$ cat src/rtl/dbfe_pkg.sv
package dbfe_pkg;

  // Synchronised bus strobes, all active low
  typedef struct packed {
    logic sram_sel_n;
    logic flash_sel_n;
    logic we_n;
    logic oe_n;
    logic ub_n;
    logic lb_n;
  } strobe_t;

  localparam int STROBE_W = $bits(strobe_t);

  typedef enum logic [1:0] {
    BANK_IDLE  = 2'd0,
    BANK_SRAM  = 2'd1,
    BANK_FLASH = 2'd2,
    BANK_CLASH = 2'd3
  } bank_t;

endpackage

$ cat src/rtl/dbfe_sync_pipe.sv
// Multi-stage register pipe; used as a synchroniser for strobes and as an
// aligning delay for address and data.
module dbfe_sync_pipe #(
  parameter int          WIDTH   = 1,
  parameter int          STAGES  = 2,
  parameter logic [WIDTH-1:0] RST_VAL = '0
) (
  input  logic             clk,
  input  logic             rst_n,
  input  logic [WIDTH-1:0] d_in,
  output logic [WIDTH-1:0] d_out
);

  logic [WIDTH-1:0] stage_q [STAGES];

  generate
    for (genvar s = 0; s < STAGES; s++) begin : g_stage
      if (s == 0) begin : g_first
        always_ff @(posedge clk or negedge rst_n) begin
          if (!rst_n) stage_q[s] <= RST_VAL;
          else        stage_q[s] <= d_in;
        end
      end else begin : g_next
        always_ff @(posedge clk or negedge rst_n) begin
          if (!rst_n) stage_q[s] <= RST_VAL;
          else        stage_q[s] <= stage_q[s-1];
        end
      end
    end
  endgenerate

  assign d_out = stage_q[STAGES-1];

endmodule

$ cat src/rtl/dbfe_decode.sv
// Bank decode and access-phase edge detection on synchronised strobes.
module dbfe_decode
  import dbfe_pkg::*;
(
  input  logic    clk,
  input  logic    rst_n,
  input  strobe_t stb,
  output bank_t   bank,
  output logic    sram_rd,
  output logic    flash_rd,
  output logic    wr_phase,
  output logic    sram_commit,
  output logic    flash_commit,
  output logic    flash_rd_start
);

  logic sram_wr, flash_wr;
  logic sram_wr_q, flash_wr_q, flash_rd_q;
  logic sram_wr_d, flash_wr_d, flash_rd_d;

  always_comb begin
    unique case ({stb.sram_sel_n, stb.flash_sel_n})
      2'b11:   bank = BANK_IDLE;
      2'b01:   bank = BANK_SRAM;
      2'b10:   bank = BANK_FLASH;
      default: bank = BANK_CLASH;
    endcase
  end

  assign sram_rd  = (bank == BANK_SRAM)  && !stb.oe_n && stb.we_n;
  assign flash_rd = (bank == BANK_FLASH) && !stb.oe_n && stb.we_n;
  assign sram_wr  = (bank == BANK_SRAM)  && !stb.we_n;
  assign flash_wr = (bank == BANK_FLASH) && !stb.we_n && stb.oe_n;
  assign wr_phase = sram_wr || flash_wr;

  // A phase that ends into the clash state is dropped
  assign sram_commit    = sram_wr_q  && !sram_wr  && (bank != BANK_CLASH);
  assign flash_commit   = flash_wr_q && !flash_wr && (bank != BANK_CLASH);
  assign flash_rd_start = flash_rd   && !flash_rd_q;

  always_comb begin
    sram_wr_d  = sram_wr;
    flash_wr_d = flash_wr;
    flash_rd_d = flash_rd;
  end

  always_ff @(posedge clk or negedge rst_n) begin
    if (!rst_n) begin
      sram_wr_q  <= 1'b0;
      flash_wr_q <= 1'b0;
      flash_rd_q <= 1'b0;
    end else begin
      sram_wr_q  <= sram_wr_d;
      flash_wr_q <= flash_wr_d;
      flash_rd_q <= flash_rd_d;
    end
  end

endmodule

$ cat src/rtl/dbfe_sram.sv
// Byte-lane SRAM array with range check; lanes are active-high enables.
module dbfe_sram #(
  parameter int ADDR_W = 20,
  parameter int DATA_W = 16,
  parameter int DEPTH  = 64
) (
  input  logic              clk,
  input  logic              wr_en,
  input  logic [ADDR_W-1:0] wr_addr,
  input  logic [DATA_W-1:0] wr_data,
  input  logic [1:0]        wr_lanes,
  input  logic [ADDR_W-1:0] rd_addr,
  input  logic [1:0]        rd_lanes,
  output logic [DATA_W-1:0] rd_data
);

  localparam int LANE_W = DATA_W / 2;
  localparam int IDX_W  = (DEPTH > 1) ? $clog2(DEPTH) : 1;
  localparam logic [ADDR_W-1:0] LIMIT = ADDR_W'(DEPTH);

  logic              wr_in_range, rd_in_range;
  logic [IDX_W-1:0]  wr_idx, rd_idx;

  assign wr_in_range = (wr_addr < LIMIT);
  assign rd_in_range = (rd_addr < LIMIT);
  assign wr_idx      = wr_addr[IDX_W-1:0];
  assign rd_idx      = rd_addr[IDX_W-1:0];

  generate
    for (genvar g = 0; g < 2; g++) begin : g_lane
      logic [LANE_W-1:0] mem [DEPTH];
      logic              lane_we;

      assign lane_we = wr_en && wr_in_range && wr_lanes[g];

      always_ff @(posedge clk) begin
        if (lane_we) mem[wr_idx] <= wr_data[g*LANE_W +: LANE_W];
      end

      assign rd_data[g*LANE_W +: LANE_W] =
        (rd_in_range && rd_lanes[g]) ? mem[rd_idx] : '0;
    end
  endgenerate

endmodule

$ cat src/rtl/dbfe_flash_port.sv
// Flash-side request issue and read-response holding.
module dbfe_flash_port #(
  parameter int ADDR_W = 20,
  parameter int DATA_W = 16
) (
  input  logic              clk,
  input  logic              rst_n,
  input  logic              commit,
  input  logic              rd_start,
  input  logic              rd_active,
  input  logic [ADDR_W-1:0] bus_addr_s,
  input  logic [ADDR_W-1:0] cap_addr,
  input  logic [DATA_W-1:0] cap_data,
  input  logic              rsp_ready,
  input  logic [DATA_W-1:0] rsp_rdata,
  output logic              req_valid,
  output logic              req_write,
  output logic [ADDR_W-1:0] req_addr,
  output logic [DATA_W-1:0] req_wdata,
  output logic [DATA_W-1:0] rd_data,
  output logic              rd_have
);

  logic              valid_q, valid_d;
  logic              write_q, write_d;
  logic [ADDR_W-1:0] addr_q, addr_d;
  logic [DATA_W-1:0] wdata_q, wdata_d;
  logic              load_req;
  logic              pend_q, pend_d;
  logic              have_q, have_d;
  logic [DATA_W-1:0] rdata_q;
  logic              rdata_en;

  assign load_req = commit || rd_start;
  assign rdata_en = pend_q && rsp_ready && rd_active;

  always_comb begin
    valid_d = load_req;
    write_d = commit;
    addr_d  = commit ? cap_addr : bus_addr_s;
    wdata_d = cap_data;
    pend_d  = pend_q;
    have_d  = have_q;
    if (!rd_active) begin
      pend_d = 1'b0;
      have_d = 1'b0;
    end else if (rd_start) begin
      pend_d = 1'b1;
      have_d = 1'b0;
    end else if (rdata_en) begin
      pend_d = 1'b0;
      have_d = 1'b1;
    end
  end

  always_ff @(posedge clk or negedge rst_n) begin
    if (!rst_n) begin
      valid_q <= 1'b0;
      write_q <= 1'b0;
      pend_q  <= 1'b0;
      have_q  <= 1'b0;
    end else begin
      valid_q <= valid_d;
      write_q <= write_d;
      pend_q  <= pend_d;
      have_q  <= have_d;
    end
  end

  always_ff @(posedge clk or negedge rst_n) begin
    if (!rst_n) begin
      addr_q  <= '0;
      wdata_q <= '0;
    end else if (load_req) begin
      addr_q  <= addr_d;
      wdata_q <= wdata_d;
    end
  end

  always_ff @(posedge clk or negedge rst_n) begin
    if (!rst_n)        rdata_q <= '0;
    else if (rdata_en) rdata_q <= rsp_rdata;
  end

  assign req_valid = valid_q;
  assign req_write = write_q;
  assign req_addr  = addr_q;
  assign req_wdata = wdata_q;
  assign rd_data   = rdata_q;
  assign rd_have   = have_q;

endmodule

$ cat src/rtl/dbfe_front.sv
module dbfe_front
  import dbfe_pkg::*;
#(
  parameter int ADDR_W      = 20,
  parameter int DATA_W      = 16,
  parameter int SRAM_DEPTH  = 64,
  parameter int SYNC_STAGES = 2
) (
  input  logic              clk,
  input  logic              rst_n,
  input  logic              bus_sram_sel_n,
  input  logic              bus_flash_sel_n,
  input  logic              bus_we_n,
  input  logic              bus_oe_n,
  input  logic              bus_ub_n,
  input  logic              bus_lb_n,
  input  logic [ADDR_W-1:0] bus_addr,
  input  logic [DATA_W-1:0] bus_din,
  output logic [DATA_W-1:0] bus_dout,
  output logic              bus_doe,
  output logic              standby,
  output logic              sel_error,
  output logic              fl_req_valid,
  output logic              fl_req_write,
  output logic [ADDR_W-1:0] fl_req_addr,
  output logic [DATA_W-1:0] fl_req_wdata,
  input  logic              fl_rsp_ready,
  input  logic [DATA_W-1:0] fl_rsp_rdata
);

  localparam int AD_W = ADDR_W + DATA_W;

  // ---- synchronisers and aligned address/data ----
  strobe_t           stb_raw, stb_s;
  logic [AD_W-1:0]   ad_s;
  logic [ADDR_W-1:0] addr_s;
  logic [DATA_W-1:0] din_s;

  assign stb_raw = '{sram_sel_n:  bus_sram_sel_n,
                     flash_sel_n: bus_flash_sel_n,
                     we_n:        bus_we_n,
                     oe_n:        bus_oe_n,
                     ub_n:        bus_ub_n,
                     lb_n:        bus_lb_n};

  dbfe_sync_pipe #(
    .WIDTH  (STROBE_W),
    .STAGES (SYNC_STAGES),
    .RST_VAL({STROBE_W{1'b1}})
  ) u_strobe_sync (
    .clk  (clk),
    .rst_n(rst_n),
    .d_in (stb_raw),
    .d_out(stb_s)
  );

  dbfe_sync_pipe #(
    .WIDTH  (AD_W),
    .STAGES (SYNC_STAGES),
    .RST_VAL({AD_W{1'b0}})
  ) u_ad_align (
    .clk  (clk),
    .rst_n(rst_n),
    .d_in ({bus_addr, bus_din}),
    .d_out(ad_s)
  );

  assign addr_s = ad_s[AD_W-1 -: ADDR_W];
  assign din_s  = ad_s[DATA_W-1:0];

  // ---- decode ----
  bank_t bank;
  logic  sram_rd, flash_rd, wr_phase;
  logic  sram_commit, flash_commit, flash_rd_start;

  dbfe_decode u_decode (
    .clk           (clk),
    .rst_n         (rst_n),
    .stb           (stb_s),
    .bank          (bank),
    .sram_rd       (sram_rd),
    .flash_rd      (flash_rd),
    .wr_phase      (wr_phase),
    .sram_commit   (sram_commit),
    .flash_commit  (flash_commit),
    .flash_rd_start(flash_rd_start)
  );

  // ---- write-phase capture (last cycle of the phase wins) ----
  logic [ADDR_W-1:0] cap_addr;
  logic [DATA_W-1:0] cap_data;
  logic [1:0]        cap_lanes;

  always_ff @(posedge clk or negedge rst_n) begin
    if (!rst_n) begin
      cap_addr  <= '0;
      cap_data  <= '0;
      cap_lanes <= '0;
    end else if (wr_phase) begin
      cap_addr  <= addr_s;
      cap_data  <= din_s;
      cap_lanes <= {~stb_s.ub_n, ~stb_s.lb_n};
    end
  end

  // ---- SRAM bank ----
  logic [DATA_W-1:0] sram_rdata;

  dbfe_sram #(
    .ADDR_W(ADDR_W),
    .DATA_W(DATA_W),
    .DEPTH (SRAM_DEPTH)
  ) u_sram (
    .clk     (clk),
    .wr_en   (sram_commit),
    .wr_addr (cap_addr),
    .wr_data (cap_data),
    .wr_lanes(cap_lanes),
    .rd_addr (addr_s),
    .rd_lanes({~stb_s.ub_n, ~stb_s.lb_n}),
    .rd_data (sram_rdata)
  );

  // ---- flash request port ----
  logic [DATA_W-1:0] flash_rdata;
  logic              flash_have;

  dbfe_flash_port #(
    .ADDR_W(ADDR_W),
    .DATA_W(DATA_W)
  ) u_flash (
    .clk       (clk),
    .rst_n     (rst_n),
    .commit    (flash_commit),
    .rd_start  (flash_rd_start),
    .rd_active (flash_rd),
    .bus_addr_s(addr_s),
    .cap_addr  (cap_addr),
    .cap_data  (cap_data),
    .rsp_ready (fl_rsp_ready),
    .rsp_rdata (fl_rsp_rdata),
    .req_valid (fl_req_valid),
    .req_write (fl_req_write),
    .req_addr  (fl_req_addr),
    .req_wdata (fl_req_wdata),
    .rd_data   (flash_rdata),
    .rd_have   (flash_have)
  );

  // ---- bus output stage ----
  logic              doe_d, doe_q;
  logic [DATA_W-1:0] dout_d, dout_q;
  logic              idle_d, idle_q;
  logic              clash_d, clash_q;

  always_comb begin
    doe_d   = sram_rd || (flash_rd && flash_have);
    dout_d  = sram_rd ? sram_rdata : flash_rdata;
    idle_d  = (bank == BANK_IDLE);
    clash_d = (bank == BANK_CLASH);
  end

  always_ff @(posedge clk or negedge rst_n) begin
    if (!rst_n) begin
      doe_q   <= 1'b0;
      idle_q  <= 1'b0;
      clash_q <= 1'b0;
    end else begin
      doe_q   <= doe_d;
      idle_q  <= idle_d;
      clash_q <= clash_d;
    end
  end

  always_ff @(posedge clk or negedge rst_n) begin
    if (!rst_n)     dout_q <= '0;
    else if (doe_d) dout_q <= dout_d;
  end

  assign bus_doe   = doe_q;
  assign bus_dout  = dout_q;
  assign standby   = idle_q;
  assign sel_error = clash_q;

endmodule

$ cat config.mk
export PLATFORM = sky130hd
export DESIGN_NAME = dbfe_front
export DESIGN_NICKNAME = d
export VERILOG_FILES = /design/src/rtl/dbfe_pkg.sv /design/src/rtl/dbfe_sync_pipe.sv /design/src/rtl/dbfe_decode.sv /design/src/rtl/dbfe_sram.sv /design/src/rtl/dbfe_flash_port.sv /design/src/rtl/dbfe_front.sv
export SDC_FILE = /design/constraint.sdc
export NUM_CORES = 1
export LEC_CHECK = 0
export ABC_AREA = 1
export ABC_CLOCK_PERIOD_IN_PS = 2020
export BUFFER_PORTS_ARGS = -buffer_cell sky130_fd_sc_hd__buf_2
export CAP_MARGIN = 0
export CORE_AREA = 2 2 306 308
export CTS_CLUSTER_SIZE = 10
export DETAILED_ROUTE_END_ITERATION = 16
export DIE_AREA = 0 0 308 310
export GPL_ROUTABILITY_DRIVEN = 0
export GPL_TIMING_DRIVEN = 0
export PLACE_DENSITY = 0.79
export SLEW_MARGIN = 20
export SYNTH_ARGS = -nofsm -noshare
export SYNTH_HDL_FRONTEND = slang
export SYNTH_SLANG_ARGS = --single-unit
$ cat constraint.sdc
create_clock -name clk -period 2.02 [get_ports clk]
set_input_delay 0.404 -clock clk [delete_from_list [all_inputs] [get_ports clk]]
set_output_delay 0.404 -clock clk [all_outputs]
set_load 0.02 [all_outputs]
==> results of run 1 <==
[cells by family after synthesis]
group,synth area share
AND/OR/NAND/NOR,0.208
flip-flops,0.697
buffers and inverters,0.0707
AO/OA/AOI/OAI,0.0175
multiplexers,0.00702
[Yosys cell counts]
cell,instances
sky130_fd_sc_hd__a21boi_0,1
sky130_fd_sc_hd__a21oi_1,26
sky130_fd_sc_hd__buf_1,22
sky130_fd_sc_hd__buf_2,137
sky130_fd_sc_hd__buf_4,15
sky130_fd_sc_hd__buf_6,13
sky130_fd_sc_hd__clkbuf_1,64
sky130_fd_sc_hd__clkbuf_2,2
sky130_fd_sc_hd__dfrtp_1,188
sky130_fd_sc_hd__dfstp_2,12
sky130_fd_sc_hd__edfxtp_1,1024
sky130_fd_sc_hd__inv_1,621
sky130_fd_sc_hd__inv_2,3
sky130_fd_sc_hd__inv_4,1
sky130_fd_sc_hd__mux2_2,32
sky130_fd_sc_hd__nand2_1,1420
sky130_fd_sc_hd__nand2_2,1
sky130_fd_sc_hd__nand3_1,752
sky130_fd_sc_hd__nand3_2,1
sky130_fd_sc_hd__nand4_1,5
sky130_fd_sc_hd__nor2_1,159
sky130_fd_sc_hd__nor2_2,1
sky130_fd_sc_hd__nor3_1,20
sky130_fd_sc_hd__nor3_2,2
sky130_fd_sc_hd__nor4_1,2
sky130_fd_sc_hd__o211ai_1,54
sky130_fd_sc_hd__o21ai_0,51
sky130_fd_sc_hd__o21ai_1,15
sky130_fd_sc_hd__o311ai_0,3
sky130_fd_sc_hd__or2_1,60
sky130_fd_sc_hd__or2_2,66
[stage by stage]
stage / area, sq um / worst slack (ns)
2_1_floorplan: 51300 / -0.0629
3_3_place_gp: 53400 / -2.66
3_5_place_dp: 54000 / -1.63
4_1_cts: 63800 / -0.216
[repair_timing]
item,CTS
hold buffers,59
setup endpoints to repair,1083
pin swaps,129
cloned,5
buffers inserted,184
endpoints found under the hold margin,177
gates resized for setup,605
[metal layers]
| layer | GRT overflow | GRT usage |
|---|---|---|
| met5 | 0 | 0.415 |
| met2 | 1 | 0.739 |
| met3 | 0 | 0.575 |
| met1 | 0 | 0.579 |
| met4 | 2 | 0.592 |
==> impl_summary.txt, run 1 <==
----------------------------------------------------
[Run status]
  Run status ... aborted with a tool error
  Last stage ... 5_1_grt
  Error that halted the flow ... [ERROR GRT-0232] Routing congestion too high. Check the congestion heatmap in the GUI.

[Clock network]
  Number of buffers created by CTS ... about 140
  Number of buffers on the longest clock path ... 3
  H-Tree Depth ... 4
  Root Buffer Master ... sky130_fd_sc_hd__clkbuf_16
  Number of sinks driven by the clock tree ... 1224

[Die]
  Site row count ... about 110
  Die Y ... 310 microns
  Die extent in x ... approximately 300 microns
  Initial core utilization ... 0.555
  I/O pin count ... 118

[STA]
  Type of pin the worst path ends at ... register input
  Final worst endpoint reported by repair_timing after global routing ... bus_dout[13]$_DFFE_PN0P_/D

[Placed design]
  Post-placement cell count ... 6113
  Hpwl dp ... 110 mm
  Count of buffers from port buffering ... 117

[Global routing]
  Total grt overflow ... 3
  Maximum number of pins on one net before global-route repair ... 83
  Global-route usage over all layers ... 0.621
  Antenna violations before repair ... 37

[Logic synthesis]
  Biggest area consumer among synthesized cells ... sky130_fd_sc_hd__edfxtp_1
  Synthesized instance count ... 4773
  Cells taking the most area after synthesis ... sky130_fd_sc_hd__edfxtp_1 60%, sky130_fd_sc_hd__nand2_1 10%, sky130_fd_sc_hd__dfrtp_1 9.2%
  Count of unique library cells instantiated by Yosys ... 31
  Synthesized area ... roughly 50000 sq um
  Mean instance size in the synthesized netlist ... 10.8 sq um
  Share of the yosys chip area belonging to registers ... 0.697
  Yosys warning total ... 0
  Flops & latches, synth ... 1224
  Synthesized net count ... between 4000 and 5000
  Post-synth top area share ... 0.599

----------------------------------------------------
==> inputs of run 2 (changes only) <==
- ABC_CLOCK_PERIOD_IN_PS: 2020 -> 2600
- CORE_AREA: 2 2 306 308 -> 2 2 362 364
- CTS_CLUSTER_SIZE: 10 -> not set
- DIE_AREA: 0 0 308 310 -> 0 0 364 366
- PLACE_DENSITY: 0.79 -> not set
- PLACE_DENSITY_LB_ADDON: not set -> 0.15
- clock period: 2.02 -> 2.6 ns (I/O delays scaled with it)
==> impl_summary.txt, run 2 <==
----------------------------------------------------
[STA]
  Smallest setup slack after layout ... -0.126 ns
  Total count of max-transition violations in the final report ... 0
  Clock skew ... 0.0248 ns
  Share of the cycle needed by the critical path after routing ... 1.05
  Final Hold Viols ... 0
  Max frequency ... 0.367 GHz
  Worst slew pin tran ... 1.02 ns
  Setup TNS Final ... -0.222 ns
  Final setup fails ... 7
  Post-layout minimum cycle time ... 2.73 ns
  Relative slew slack ... 0.319

[Clock network]
  H-Tree Depth ... 4
  Number of sinks driven by the clock tree ... about 1200
  Clk pin slew, worst setup/hold paths ... around 0.060 ns
  TritonCTS clock tree ... yes
  Clock insertion delay at the later pin of the skew report ... ~0.79 ns
  Number of buffers created by CTS ... 134
  Root Buffer Master ... sky130_fd_sc_hd__clkbuf_16
  Number of buffers on the longest clock path ... 3

[Placed design]
  Count of buffers from port buffering ... 117
  Hpwl dp ... roughly 120 mm
  Post-DP Area ... 54800 sq um
  Post-placement cell count ... 6659
  Worst slack at placement ... -0.864 ns

[Pwr]
  Leakage power ... 25.6 nW
  PwrDens ... 730 nW/um^2
  Peak supply drop ... 0.682 mV

[Setup path]
  Critical path startpoint category ... flip-flop
  Category of the most critical setup path ... reg2reg
  Top cell by count, worst path ... sky130_fd_sc_hd__nand3_1
  Slowest cell delay on critical path ... 0.67 ns
  Critical Path RT ... 3.26 ns
  Arrival time at the worst endpoint ... 3.39 ns
  Maximum net fanout on the critical path ... 10
  Buffers plus inverters on the worst setup path ... 2
  Gate family responsible for the most delay along the worst path ... buffers and inverters
  Critical path, cell by cell ... inv_2 > buf_1 > nand3_1 > nand3_1 > nand3_1 > nand3_1 > a21oi_1
  CP endpoint kind ... flip-flop
  CP max stage cell ... sky130_fd_sc_hd__buf_1

[Cells and area]
  Most frequent cells in the layout ... 1418 x sky130_fd_sc_hd__nand2_1, 1024 x sky130_fd_sc_hd__edfxtp_1, 726 x sky130_fd_sc_hd__nand3_1
  Commonest non-fill, non-tap cell in the layout ... sky130_fd_sc_hd__nand2_1
  Final standard cell utilization of the core ... 0.489
  Number of cells in the finished layout apart from fillers ... 7102
  Largest register by flop count ... u_sram.g_lane.mem
  Area growth syn-to-layout ... 22.9%
  Layout fillers ... 11600
  Final Instance Area ... 63100 sq um
  Max FFs per register ... 1024
  Layout cell share with drive strength beyond 1 ... 0.181
  Net count of the finished layout ... 5313

[Global routing]
  Number of global-route vias before repair ... 35700
  Global-route usage over all layers ... 0.272
  Maximum number of pins on one net before global-route repair ... a little over 90
  Total grt overflow ... 0
  Antenna violations before repair ... 5
  First-pass GRT wire length ... between 200 and 300 mm

[Logic synthesis]
  Mean instance size in the synthesized netlist ... 10.8 sq um
  Post-synth top area share ... 0.599
  Synthesized instance count ... 4773
  Flops & latches, synth ... 1224
  Share of the yosys chip area belonging to registers ... 0.697
  Commonest cells in the netlist ... 1420 x sky130_fd_sc_hd__nand2_1, 1024 x sky130_fd_sc_hd__edfxtp_1, 752 x sky130_fd_sc_hd__nand3_1
  Yosys warning total ... 0
  Number of synthesized flops with an enable pin ... 1024
  Synthesized net count ... 4834
  Asr flop ratio synth ... 0.163
  Count of unique library cells instantiated by Yosys ... 31
  Dominant register cell in the synthesized netlist ... sky130_fd_sc_hd__edfxtp_1
  Cells taking the most area after synthesis ... sky130_fd_sc_hd__edfxtp_1 60%, sky130_fd_sc_hd__nand2_1 10%, sky130_fd_sc_hd__dfrtp_1 9.2%
  Cell with the most instances after synthesis ... sky130_fd_sc_hd__nand2_1
  Synthesized area ... 51300 sq um
  Biggest area consumer among synthesized cells ... sky130_fd_sc_hd__edfxtp_1

[Die]
  Die extent in x ... 364 microns
  Die area ... between 100000 and 150000 sq um
  Site row count ... 132
  I/O pin count ... 118
  Initial core utilization ... 0.398
  Core area ... 129000 sq um
  Die Y ... approximately 370 microns

[Run status]
  Run status ... finished, violations left
  Violations in the final reports ... setup timing

[Route]
  Overall routed net length ... 182 mm
  Number of search-and-repair iterations in the first detailed-routing pass ... 5
  Routed wire per std cell ... 25.6 microns
  DR vias ... 37600
  Via-per-instance ratio ... 5.29
  Detailed-route DRC error count ... 0
  Final ANT Viol Nets ... 0
  Initial detailed-routing violation count ... just over 5000

[Run]
  Number of violations of the max-capacitance limit ... 0

[Worst hold path]
  Hold WC Path Type ... in2async

----------------------------------------------------
[run 2: cell counts after synthesis]
Identical to the previous run, type by type.
[run 2: per-layer routing]
metal	global-route usage	vias up	routed length, microns
met5	0	-	24
met2	0.412	1943	81400
li1	-	16700	-
met4	0.126	4	8460
met1	0.376	18500	74500
met3	0.0529	417	17500
[run 2: worst paths after layout]
| kind | from | end | slack [ns] | cells past startpoint |
|---|---|---|---|---|
| worst min-delay path | rst_n | bus_dout[7] | 0.21 | 2 |
| min in group clk | fl_rsp_ready | u_flash.rd_data[5] | 0.26 | 3 |
| worst min register to register | u_ad_align.stage_q[53] | u_ad_align.d_out[17] | 0.35 | 0 |
| worst max register to register | u_ad_align.d_out[19] | bus_dout[15] | -0.13 | 7 |
| max in group asynchronous | rst_n | cap_data[2] | 1.18 | 4 |
| worst max-delay path | u_ad_align.d_out[19] | bus_dout[15] | -0.13 | 7 |
[run 2: what timing repair did]
| action | 4_1_cts | 5_1_grt |
|---|---|---|
| endpoints found under the hold margin | 175 | 0 |
| endpoints found under the setup margin | 1039 | 591 |
| hold buffers | 59 | 0 |
| pin swaps | 79 | 21 |
| resized for setup | 319 | 68 |
| gates cloned | 0 | 0 |
| buffers inserted | 118 | 22 |
[run 2: kinds of logic (layout without fill, tap and decap cells)]
kind of cell,Yosys count,count (layout),synth area share
and+or+nand+nor,2489,2489,0.208
muxes,32,32,0.00702
AOI/OAI and AO/OA,150,150,0.0175
DFF,1224,1224,0.697
other,0,3,0
buffers and inverters,878,1462,0.0707
[run 2: cell type report]
class                   count  area (sq um)  share of cell area
plain buffers             253          1550              0.0245
clock inverters            60           460             0.00730
flip-flops and latches   1224         35800               0.568
clock buffers             181          3620              0.0574
inverters                 625          2350              0.0372
well taps                1742          2180              0.0346
repair buffers            343          3980              0.0631
diodes                      3          7.51            0.000119
multi-input cells        2671         13100               0.208
[run 2: power by group]
group	switching (W)	leakage, nW	internal (W)
clock network	0.00798	1.97	0.0100
logic	0.00333	12.0	0.00123
registers	0.000938	11.6	0.0225
total	0.0122	25.6	0.0338
[run 2: metrics by stage]
stage                     hold slack, ns  total power (W)
after floorplan                    0.224           0.0254
after global placement             0.333           0.0279
after detailed placement           0.335           0.0281
after CTS                          0.149           0.0461
after global routing               0.202           0.0473
final                              0.207           0.0460
[run 2: worst register-to-register path: cells and delay by family, from the launching register on]
family	cells	cell delay, ns
AOI/OAI and AO/OA	1	0.09
buffers and inverters	2	1.10
DFF	1	0.52
and+or+nand+nor	4	0.93
Power figures use the tool's default switching activity.
